`src/rtl/ra_pkg.sv`:
```
package ra_pkg;
    typedef enum logic [1:0] {
        OP_NOP   = 2'b00,
        OP_ADD   = 2'b01,
        OP_LOAD  = 2'b10,
        OP_STORE = 2'b11
    } op_e;

    typedef enum logic {
        MODE_NORMAL   = 1'b0,
        MODE_RUNAHEAD = 1'b1
    } mode_e;
endpackage

```
`src/rtl/ra_regstate.sv`:
```
module ra_regstate #(
    parameter int NREGS = 8,
    parameter int W     = 16,
    localparam int RIDX = $clog2(NREGS)
) (
    input  logic            clk,
    input  logic            rst_n,
    input  logic [RIDX-1:0] rd_idx_a,
    input  logic [RIDX-1:0] rd_idx_b,
    output logic [W-1:0]    rd_val_a,
    output logic [W-1:0]    rd_val_b,
    output logic            rd_inv_a,
    output logic            rd_inv_b,
    input  logic            wr_en,
    input  logic [RIDX-1:0] wr_idx,
    input  logic [W-1:0]    wr_data,
    input  logic            wr_inv,
    input  logic            snap,
    input  logic            restore,
    output logic            any_inv
);
    typedef struct packed {
        logic [NREGS-1:0][W-1:0] arch;
        logic [NREGS-1:0][W-1:0] ckpt;
        logic [NREGS-1:0]        inv;
    } rs_t;

    rs_t st_d, st_q;

    always_comb begin
        st_d = st_q;
        if (restore) begin
            st_d.arch = st_q.ckpt;
            st_d.inv  = '0;
        end else begin
            if (snap) begin
                st_d.ckpt = st_q.arch;
            end
            if (wr_en) begin
                st_d.arch[wr_idx] = wr_data;
                st_d.inv[wr_idx]  = wr_inv;
            end
        end
    end

    always_ff @(posedge clk) begin
        if (!rst_n) begin
            st_q <= '0;
        end else begin
            st_q <= st_d;
        end
    end

    assign rd_val_a = st_q.arch[rd_idx_a];
    assign rd_val_b = st_q.arch[rd_idx_b];
    assign rd_inv_a = st_q.inv[rd_idx_a];
    assign rd_inv_b = st_q.inv[rd_idx_b];
    assign any_inv  = |st_q.inv;

    // the checkpoint holds the register file as it stood before the snapshot
    assert_snapshot_R5: assert property (@(posedge clk) disable iff (!rst_n)
        snap && !restore |=> st_q.ckpt == $past(st_q.arch));

    // restore brings back the checkpoint and wipes all poison
    assert_restore_R11: assert property (@(posedge clk) disable iff (!rst_n)
        restore |=> (st_q.arch == $past(st_q.ckpt)) && (st_q.inv == '0));
endmodule

```
`src/rtl/ra_opnd.sv`:
```
module ra_opnd #(
    parameter int W = 16
) (
    input  logic [W-1:0] val_a,
    input  logic [W-1:0] val_b,
    input  logic [W-1:0] imm,
    output logic [W-1:0] sum,
    output logic [W-1:0] addr
);
    always_comb begin
        addr = val_a + imm;
        sum  = addr + val_b;
    end
endmodule

```
`src/rtl/runahead_ctrl.sv`:
```
module runahead_ctrl
    import ra_pkg::*;
#(
    parameter int NREGS = 8,
    parameter int W     = 16,
    parameter int PCW   = 16,
    localparam int RIDX = $clog2(NREGS)
) (
    input  logic            clk,
    input  logic            rst_n,
    input  logic            ins_valid,
    input  logic [PCW-1:0]  ins_pc,
    input  logic [1:0]      ins_op,
    input  logic [RIDX-1:0] ins_rd,
    input  logic [RIDX-1:0] ins_rs1,
    input  logic [RIDX-1:0] ins_rs2,
    input  logic [W-1:0]    ins_imm,
    output logic            ld_req_valid,
    output logic [W-1:0]    ld_req_addr,
    input  logic            ld_hit,
    input  logic [W-1:0]    ld_rdata,
    input  logic            fill_valid,
    output logic            commit_valid,
    output logic [RIDX-1:0] commit_rd,
    output logic [W-1:0]    commit_data,
    output logic            st_valid,
    output logic [W-1:0]    st_addr,
    output logic [W-1:0]    st_data,
    output logic            pf_valid,
    output logic [W-1:0]    pf_addr,
    output logic            redirect_valid,
    output logic [PCW-1:0]  redirect_pc,
    output logic            ra_active
);
    typedef struct packed {
        mode_e          mode;
        logic [PCW-1:0] trig_pc;
    } ctl_t;

    ctl_t ctl_d, ctl_q;

    op_e          op;
    logic [W-1:0] val_a, val_b, sum, addr;
    logic         inv_a, inv_b, any_inv;
    logic         wr_en, wr_inv, snap, restore;
    logic [W-1:0] wr_data;

    assign op = op_e'(ins_op);

    ra_regstate #(.NREGS(NREGS), .W(W)) u_regs (
        .clk      (clk),
        .rst_n    (rst_n),
        .rd_idx_a (ins_rs1),
        .rd_idx_b (ins_rs2),
        .rd_val_a (val_a),
        .rd_val_b (val_b),
        .rd_inv_a (inv_a),
        .rd_inv_b (inv_b),
        .wr_en    (wr_en),
        .wr_idx   (ins_rd),
        .wr_data  (wr_data),
        .wr_inv   (wr_inv),
        .snap     (snap),
        .restore  (restore),
        .any_inv  (any_inv)
    );

    ra_opnd #(.W(W)) u_opnd (
        .val_a (val_a),
        .val_b (val_b),
        .imm   (ins_imm),
        .sum   (sum),
        .addr  (addr)
    );

    always_comb begin
        ctl_d          = ctl_q;
        wr_en          = 1'b0;
        wr_inv         = 1'b0;
        wr_data        = '0;
        snap           = 1'b0;
        restore        = 1'b0;
        ld_req_valid   = 1'b0;
        commit_valid   = 1'b0;
        st_valid       = 1'b0;
        pf_valid       = 1'b0;
        redirect_valid = 1'b0;

        if (ctl_q.mode == MODE_NORMAL) begin
            if (ins_valid) begin
                unique case (op)
                    OP_ADD: begin
                        wr_en        = 1'b1;
                        wr_data      = sum;
                        commit_valid = 1'b1;
                    end
                    OP_LOAD: begin
                        ld_req_valid = 1'b1;
                        if (ld_hit) begin
                            wr_en        = 1'b1;
                            wr_data      = ld_rdata;
                            commit_valid = 1'b1;
                        end else begin
                            snap          = 1'b1;
                            wr_en         = 1'b1;
                            wr_inv        = 1'b1;
                            ctl_d.mode    = MODE_RUNAHEAD;
                            ctl_d.trig_pc = ins_pc;
                        end
                    end
                    OP_STORE: st_valid = 1'b1;
                    default: ;
                endcase
            end
        end else if (fill_valid) begin
            restore        = 1'b1;
            redirect_valid = 1'b1;
            ctl_d.mode     = MODE_NORMAL;
        end else if (ins_valid) begin
            unique case (op)
                OP_ADD: begin
                    wr_en   = 1'b1;
                    wr_data = sum;
                    wr_inv  = inv_a | inv_b;
                end
                OP_LOAD: begin
                    wr_en = 1'b1;
                    if (inv_a) begin
                        wr_inv = 1'b1;
                    end else begin
                        ld_req_valid = 1'b1;
                        pf_valid     = 1'b1;
                        wr_data      = ld_rdata;
                        wr_inv       = !ld_hit;
                    end
                end
                OP_STORE: pf_valid = !inv_a;
                default: ;
            endcase
        end
    end

    always_ff @(posedge clk) begin
        if (!rst_n) begin
            ctl_q <= '{mode: MODE_NORMAL, trig_pc: '0};
        end else begin
            ctl_q <= ctl_d;
        end
    end

    assign ld_req_addr = addr;
    assign commit_rd   = ins_rd;
    assign commit_data = wr_data;
    assign st_addr     = addr;
    assign st_data     = val_b;
    assign pf_addr     = addr;
    assign redirect_pc = ctl_q.trig_pc;
    assign ra_active   = (ctl_q.mode == MODE_RUNAHEAD);

    // no architectural side effect escapes while speculating
    assert_no_commit_in_ra_R6: assert property (@(posedge clk) disable iff (!rst_n)
        ra_active |-> !commit_valid && !st_valid);

    // prefetches only come out of runahead mode
    assert_pf_only_ra_R8: assert property (@(posedge clk) disable iff (!rst_n)
        pf_valid |-> ra_active);

    // a head miss in normal mode always enters runahead
    assert_enter_on_miss_R5: assert property (@(posedge clk) disable iff (!rst_n)
        (!ra_active && ins_valid && ins_op == 2'b10 && !ld_hit) |=> ra_active);

    // a fill while speculating always returns to normal mode
    assert_exit_on_fill_R10: assert property (@(posedge clk) disable iff (!rst_n)
        (ra_active && fill_valid) |=> !ra_active);

    // redirects are only issued from runahead mode
    assert_redirect_in_ra_R10: assert property (@(posedge clk) disable iff (!rst_n)
        redirect_valid |-> ra_active);

    // later misses never move the saved trigger pc
    assert_trig_stable_R9: assert property (@(posedge clk) disable iff (!rst_n)
        (ra_active && !fill_valid) |=> $stable(redirect_pc));

    // poison never survives into normal mode
    assert_inv_clear_R11: assert property (@(posedge clk) disable iff (!rst_n)
        !ra_active |-> !any_inv);
endmodule

```
`config.mk`:
```
export PLATFORM = sky130hd
export DESIGN_NAME = runahead_ctrl
export DESIGN_NICKNAME = d
export VERILOG_FILES = /design/src/rtl/ra_pkg.sv /design/src/rtl/ra_regstate.sv /design/src/rtl/ra_opnd.sv /design/src/rtl/runahead_ctrl.sv
export SDC_FILE = /design/constraint.sdc
export NUM_CORES = 1
export LEC_CHECK = 0
export BUFFER_PORTS_ARGS = -buffer_cell sky130_fd_sc_hd__buf_2
export CAP_MARGIN = 10
export CORE_MARGIN = 10
export CORE_UTILIZATION = 40
export CTS_BUF_LIST = sky130_fd_sc_hd__clkbuf_4
export DETAILED_ROUTE_END_ITERATION = 7
export PLACE_DENSITY_LB_ADDON = 0.12
export SYNTH_ARGS = -nofsm -noshare
export SYNTH_HDL_FRONTEND = slang
export SYNTH_HIERARCHICAL = 1
export SYNTH_SLANG_ARGS = --single-unit
```
`constraint.sdc`:
```
create_clock -name clk -period 7.6 [get_ports clk]
set_input_delay 1.52 -clock clk [delete_from_list [all_inputs] [get_ports clk]]
set_output_delay 1.52 -clock clk [all_outputs]
set_load 0.03 [all_outputs]
```
==> run summary, run 1 <==
Global routing used 20.8% of the available tracks across all layers. Counting both buffers and inverters, the worst setup path holds a total of 5. The worst-skew pair later-pin latency is about 0.73 ns. Across all setup checks in the final design, the least slack found is between 0.15 and 0.2 ns. When the netlist entered floorplanning its net count stood at 1,776.

The area of the mapped netlist is 15,400 um2. In this run the count of I/O pins placed on the die edge is 169. The run finished with clean final reports.

The count of cell instances traversed by the critical path is 21. The first routing iteration left 1,200 violations. STA classifies the critical path startpoint as a primary input. The mean cell area of the mapped netlist is 9.20 um2. The final wirelength came out at 51,100 um. Measured against its own limit, the worst slew margin works out to between 10% and 20%.

The sequential cell area in the final layout came out at 5630 um2. The floorplan die height is 216 um. The count of final hold-check violations is 0.

The count of final max-slew check failures came to 0. After detailed placement, the total cell area comes to 16,600 um2. STA puts the critical path data arrival time at approximately 5.9 ns.

Data on the critical path is required at its endpoint by 6.08 ns. The path with the worst hold slack has its endpoint at u_regs/st_q[134]$_SDFFE_PN0P_. The combinational fraction of design power is 17.5%. The clock network fraction of total power is 40.1%. The number of cells traversed by the worst hold path is 2. The worst setup path is of the in -> out kind. The analysis attributes to cell leakage a power of 6.87 nW. The area growth from synthesis to layout is 15.4%. The post-synthesis cell count came out at 1,674. The number of vias in the routed layout is roughly 14k. The number of iterations in the first detailed-routing pass came out at 7. The switching share of total power is 29.5%.

After routing the design area is 17,800 um2. The starting density of the core came out at 40.7%. STA classifies the critical path endpoint as an output pin. The clock period could shrink to about 7.4 ns. Leaving out fill and tap cells, the most frequent cells in the layout are 293 x nand2_1, 281 x dfxtp_1, 163 x buf_2, 145 x a21boi_0, 134 x o21ai_0. The post-detailed-route DRC marker count came out at 0. Between clock sinks in the finished design, the worst skew comes to 0.0528 ns. Before CTS, the worst setup slack after placement is -0.152 ns. Walking the worst path, the cells encountered are clkbuf_4 > mux4_2 > mux2_4 > ha_2 > fa_2 > a21o_1 > a21oi_2 > buf_4 > o21ai_1 > a31oi_2 > o21ai_2 > buf_4 > xor2_4 > ha_1 > or2_2 > a21oi_2 > a21oi_1 > buf_4 > xor2_1 > a22o_2 > buf_2. The internal cell power is 2.55 mW. The slew at the pin closest to its max-slew limit came out at 1.26 ns. The placer's final routability congestion estimate is 0.898.

The number of antenna violations at the first check in global routing is 3. The floorplan step defined a die boundary enclosing 46,800 um2. The reg2reg setup slack is between 2 and 2.5 ns.

The count of buffers added on input and output ports is 168. After floorplanning, the core was sized to cover 37,800 um2. The depth of the CTS H-tree came out at 3. The standard-cell row count came out at 71. The total congestion overflow is 0.

The sink count of the clock tree is 281. The half-perimeter wire length after detailed placement came out at 32,700 um. The number of global-route vias before repair came out at 13.0k. Dividing the detail-routed wire length by the instance count gives 21.2 um. The number of setup violations in the final report came out at 0. The most numerous cell on the critical path is buf_4. The post-route antenna net violation count is 0.

The capturing point of the worst reg2reg path is u_regs/st_q[214]$_SDFFE_PN0P_. After detailed routing, the number of vias per cell comes to 5.69. Among all stages on the critical path, the largest delay is contributed by mux4_2. The number of cell instances on the worst register-to-register path is 23.

The most common cell after layout, fill and taps aside is nand2_1. The floorplan die width is 216 um. Entering global routing, the biggest net connects ~120 pins. In the final layout, the multi-input gates occupy 8820 um2. The first global-routing pass estimated 76,900 um of wire. The startpoint of the tightest hold check path is u_regs/st_q[134]$_SDFFE_PN0P_.

In this run the clock root is driven by a clkbuf_4. The worst hold-check path type is reg -> reg. Broken down by cell family, the worst path's largest delay share belongs to compound AO/OA/AOI/OAI gates. The number of max-cap violations is 0. The highest ir drop seen on vdd came out at 0.0000824 V. The number of nets in the final layout came out at 1,931. The clock tree from TritonCTS is built. The fraction of layout cells with a size suffix above 1 came out at 26.9%. The delay of the slowest cell on the worst path is between 0.5 and 0.6 ns. The number of buffers created by CTS is 79. The biggest fanout along the worst timing path is 4. The startpoint identified for the worst register-to-register timing path is u_regs/st_q[232]$_SDFFE_PN0P_. The power per cell area is 204 nW/um2. The reported net switching power is around 1.1 mW. The clock tree buffer depth is 3. The portion of total power attributed to sequential cells came out at 42.4%.

The filler cell count is approximately 3.7k. The post-CTS clock slew at the launch and capture registers of the worst setup and hold paths is 0.06 ns. The count of warnings emitted by yosys came out at 6. The post-route fraction of the period consumed by the critical path came out at 97.7%. Static timing analysis puts the maximum clock frequency at 135 MHz.
-- worst max path at each step --
stage / slack, ns / end / startpoint
after global routing: -0.003 / commit_data[12] / ins_rs1[1]
after global placement: -0.08 / commit_data[14] / ins_rs1[2]
after detailed placement: -0.15 / commit_data[14] / ins_rs1[2]
final: 0.18 / commit_data[12] / ins_rs1[1]
after CTS: 0.002 / commit_data[12] / ins_rs1[1]
after floorplan: 0.06 / commit_data[15] / ins_rs1[2]
-- power groups by stage --
stage | sequential (mW) | clock [mW] | combinational, mW
floorplan | 1.56 | 0 | 0.445
global route | 1.54 | 1.57 | 0.681
detailed placement | 1.57 | 0 | 0.620
CTS | 1.53 | 1.49 | 0.627
global placement | 1.57 | 0 | 0.614
finish | 1.53 | 1.45 | 0.635
-- flip-flops by register name (all words and copies together), names as in the netlist --
signal       cells
u_regs/st_q    264
redirect_pc     16
ra_active        1
-- final cells by class --
| cell class | instances | share of cell area, % |
|---|---|---|
| diodes | 2 | 0.0281 |
| clock buffers | 130 | 5.49 |
| clock inverters | 13 | 0.429 |
| inverters | 8 | 0.176 |
| multi-input cells | 1199 | 49.6 |
| flip-flops and latches | 281 | 31.6 |
| well taps | 511 | 3.60 |
| repair buffers | 260 | 9.01 |
-- what timing repair did --
item	in CTS	in global routing
cloned	0	1
pin swaps	2	10
hold buffers	0	0
setup buffers	0	1
setup endpoints to repair	4	6
gates resized for setup	9	18
-- worst register-to-register path: stages (launching register included) --
cell and delay, ns:
dfxtp_1 0.36, mux4_2 0.48, mux2_4 0.31, ha_2 0.21, fa_2 0.39, a21o_1 0.20, a21oi_2 0.14, buf_4 0.14
o21ai_1 0.08, a31oi_2 0.24, o21ai_2 0.11, a221oi_2 0.30, xnor2_1 0.14, ha_1 0.36, buf_4 0.16, inv_2 0.06
a211oi_1 0.05, a221oi_1 0.24, o311ai_1 0.14, a22o_2 0.29, buf_4 0.14, buf_4 0.14, nor2_1 0.25, a211oi_1 0.12
-- through the flow --
step | power, mW | std cells | util (%) | TNS, ns | hold WS, ns
final | 3.62 | 2404 | 47.0 | 0 | 0.461
after CTS | 3.65 | 2400 | 46.8 | 0 | 0.462
after detailed placement | 2.19 | 2257 | 43.9 | -0.443 | 0.453
after global routing | 3.79 | 2403 | 47.0 | -0.00304 | 0.478
after global placement | 2.18 | 2257 | 43.9 | -0.222 | 0.448
after floorplan | 2.00 | 1674 | - | 0 | 0.440
-- metal layers --
metal | wire length, um | global-route usage, % | vias up
li1 | - | - | 6476
met1 | 23000 | 27.7 | 6599
met2 | 23300 | 32.3 | 511
met3 | 3490 | 4.61 | 94
met4 | 1230 | 7.48 | 0
met5 | 0 | 0 | -
Power figures use the tool's default switching activity.
==> run 2, diff against run 1 <==
--- a/config.mk
+++ b/config.mk
@@ -12,6 +12,7 @@
 export CTS_BUF_LIST = sky130_fd_sc_hd__clkbuf_4
 export DETAILED_ROUTE_END_ITERATION = 7
 export PLACE_DENSITY_LB_ADDON = 0.12
+export RECOVER_POWER = 100
 export SYNTH_ARGS = -nofsm -noshare
 export SYNTH_HDL_FRONTEND = slang
 export SYNTH_HIERARCHICAL = 1
==> run summary, run 2 (synthesized netlist as in run 1, its figures left out) <==
The number of global-route vias before repair is 13.0k (unchanged). The clock network fraction of total power is 40.1% (about the same). The buffer type at the clock tree root is clkbuf_4 (unchanged). The cell with the biggest individual delay on the critical path is mux4_2 (unchanged). The cell leakage power is 6.72 nW (was 6.87 nW). The reg2reg setup slack was 1.32 ns (was 2.40 ns). The post-detailed-route DRC marker count was 0 (unchanged). The largest net degree at the start of global routing came out at 116 (unchanged). The clock skew after layout came to 0.0524 ns (was 0.0528 ns). The starting density of the core is 40.7% (unchanged).

The biggest fanout along the worst timing path came out at 3 (was 4). The floorplan die width was 216 um (unchanged). The sequential cell area in the final layout was 5630 um2 (unchanged).

The final period demand of the worst path is 7.44 ns (was 7.42 ns). The worst-skew pair later-pin latency came out at 0.72 ns (was 0.73 ns). The floorplan core area came out at 37,800 um2 (unchanged).

The flip-flop count of the largest register after layout is 264 (unchanged). The area growth from synthesis to layout came out at 14.8% (was 15.4%). The area of the multi-input gates is 8810 um2 (was 8820 um2). The highest ir drop seen on vdd came to 0.0000825 V (was 0.0000824 V).

The fraction of layout cells with a size suffix above 1 is 23.9% (was 26.9%). The capturing point of the worst reg2reg path was u_regs/st_q[48]$_SDFFE_PN0P_ (was u_regs/st_q[214]$_SDFFE_PN0P_). The count of final hold-check violations came out at 0 (unchanged). The number of buffers inserted for hold repair after clock tree synthesis is 0 (unchanged). The post-route fraction of the period consumed by the critical path came out at 98.0% (was 97.7%). The number of cells traversed by the worst hold path came to 2 (unchanged). The clock tree buffer depth is 3 (unchanged). The half-perimeter wire length after detailed placement came out at 32,700 um (unchanged).

The standard-cell row count is 71 (unchanged). The post-CTS clock slew at the launch and capture registers of the worst setup and hold paths came out at 0.06 ns (about the same). The total global-route track usage came out at 20.8% (unchanged).

The slew at the pin closest to its max-slew limit is 3.05 ns (was 1.26 ns). The delay of the slowest cell on the worst path is 0.51 ns (about the same). The total congestion overflow came to 0 (unchanged). The number of buffers created by CTS came to 79 (unchanged).

The worst hold-check path type is reg -> reg (unchanged). The combinational fraction of design power came out at 17.4% (was 17.5%). Top library cells by usage in the layout, fill and taps aside: 293 x nand2_1, 281 x dfxtp_1, 145 x a21boi_0, 134 x o21ai_0 (was 293 x nand2_1, 281 x dfxtp_1, 163 x buf_2, 145 x a21boi_0, 134 x o21ai_0).

The startpoint of the tightest hold check path was u_regs/st_q[134]$_SDFFE_PN0P_ (unchanged). The detailed-route vias per instance is 5.69 (unchanged). The reported net switching power is 1.06 mW (was 1.07 mW). The floorplan die height came to 216 um (unchanged). The register with the most flip-flops was u_regs/st_q (unchanged). The most numerous cell on the critical path is buf_4 (unchanged). The required time of the critical path is 6.08 ns (about the same). The final setup slack of the worst path was 0.155 ns (was 0.178 ns). The number of cell instances on the worst register-to-register path is 6 (was 23). The detail-routed net length per standard cell is 21.2 um (unchanged). Ordered list of cells on the worst path: buf_4 > mux4_2 > mux2_4 > ha_2 > fa_2 > a21o_1 > a21oi_2 > buf_4 > o21ai_1 > a31oi_2 > o21ai_2 > buf_4 > xor2_4 > ha_1 > or2_2 > a21oi_2 > a21oi_1 > buf_4 > xor2_1 > a22o_2 > buf_2 (was clkbuf_4 > mux4_2 > mux2_4 > ha_2 > fa_2 > a21o_1 > a21oi_2 > buf_4 > o21ai_1 > a31oi_2 > o21ai_2 > buf_4 > xor2_4 > ha_1 > or2_2 > a21oi_2 > a21oi_1 > buf_4 > xor2_1 > a22o_2 > buf_2). The startpoint of the worst-slack reg-to-reg timing path is ra_active$_SDFF_PN0_ (was u_regs/st_q[232]$_SDFFE_PN0P_). The type of the worst setup path was in -> out (unchanged). The clock tree from TritonCTS is built (unchanged).

The number of setup violations in the final report is 0 (unchanged). The number of nets in the final layout was 1,931 (unchanged). The number of design-rule violations left by the first detailed-router iteration is 1,203 (was 1,200). The pre-CTS worst setup slack is -0.152 ns (unchanged). The most common cell after layout, fill and taps aside is nand2_1 (unchanged). Outcome: finished, violations left (was complete, no violations). The worst slew slack as a fraction of its limit was -104% (was 16.0%). The first-pass GRT wire length is 76,900 um (unchanged). The element type at the critical path start is a primary input (unchanged).

The number of vias in the routed layout is 13.7k (unchanged). The sink count of the clock tree is 281 (unchanged). The hold-critical path endpoint is u_regs/st_q[134]$_SDFFE_PN0P_ (unchanged).

The number of antenna violations at the first check in global routing was 3 (unchanged). The placer's final routability congestion estimate came out at 0.898 (unchanged). The instance area after placement is 16,600 um2 (unchanged).

The highest clock rate was 134 MHz (was 135 MHz). The cell area after layout came to 17,700 um2 (was 17,800 um2). The die area is 46,800 um2 (unchanged). The final wirelength came out at 51,100 um (unchanged).

The portion of total power attributed to sequential cells came out at 42.5% (was 42.4%). The switching share of total power is 29.5% (about the same). The count of final max-slew check failures is 145 (was 0). The filler cell count is 3,711 (was 3,672). The number of max-cap violations came to 3 (was 0). The final reports fail on max-capacitance violations, max-slew violations. The total power after layout is 3.61 mW (was 3.62 mW). The count of boundary I/O pins is 169 (unchanged). The number of I/O port buffers is 168 (unchanged). The number of iterations in the first detailed-routing pass came to 5 (was 7). The internal cell power is 2.55 mW (about the same).

The post-route antenna net violation count is 0 (unchanged). The worst hold slack after final layout came to 0.462 ns (was 0.461 ns). The share of the core filled with cells is 46.7% (was 47.0%). The critical path endpoint category is an output pin (unchanged). The power per cell area came out at 204 nW/um2 (about the same). The arrival time of data at the critical path endpoint is 5.92 ns (was 5.90 ns). The depth of the CTS H-tree is 3 (unchanged).
==> run 2: metrics by stage <==
step / TNS (ns) / cells
after detailed placement: -0.443 / 2257
after floorplan: 0 / 1674
after global placement: -0.222 / 2257
after CTS: 0 / 2400
final: 0 / 2404
after global routing: -0.0121 / 2403
==> run 2: worst max-delay path: cells and delay by family <==
| kind | cells | cell delay [ns] |
|---|---|---|
| multiplexers | 2 | 0.82 |
| XOR/XNOR | 2 | 0.29 |
| AO/OA/AOI/OAI | 8 | 1.27 |
| buffers and inverters | 5 | 0.80 |
| adder cells (fa/ha/maj) | 3 | 0.91 |
| AND/OR/NAND/NOR | 1 | 0.32 |
==> run 2: per-layer routing <==
layer	GRT usage, %	share of wire (%)	vias to the layer above
met5	0	0	-
met4	7.48	2.6	0
met3	4.61	6.5	102
met2	32.3	45	483
met1	27.7	45	6616
li1	-	-	6479
==> run 2: how the worst max path moves through the flow <==
stage	from	end	slack (ns)
2_1_floorplan	ins_rs1[2]	commit_data[15]	0.06
3_3_place_gp	ins_rs1[2]	commit_data[14]	-0.08
3_5_place_dp	ins_rs1[2]	commit_data[14]	-0.15
4_1_cts	ins_rs1[1]	commit_data[12]	0.002
5_1_grt	ins_rs2[1]	commit_data[12]	-0.01
6_report	ins_rs1[2]	commit_data[12]	0.16
==> run 2: what timing repair did <==
item | 4_1_cts | 5_1_grt
pin swaps | 2 | 10
hold endpoints to repair | 0 | 0
gates resized for setup | 9 | 18
buffers inserted | 0 | 1
endpoints found under the setup margin | 4 | 6
cloned | 0 | 1
==> run 2: power by group through the flow <==
stage                     Clock [mW]  Sequential [mW]  Combinational [mW]
final                           1.45             1.53               0.630
after global routing            1.57             1.54               0.676
after CTS                       1.49             1.53               0.627
after detailed placement           0             1.57               0.620
after global placement             0             1.57               0.614
after floorplan                    0             1.56               0.445
==> run 2: cell type report <==
cell class                 instances  share of cell area, %
tap                              511                   3.61
sequential                       281                   31.8
timing repair buffer             260                   8.61
clock buffer                     130                   5.52
antenna                            2                 0.0283
clock inverter                    13                  0.431
multi-input combinational       1199                   49.8
inverter                           8                  0.177
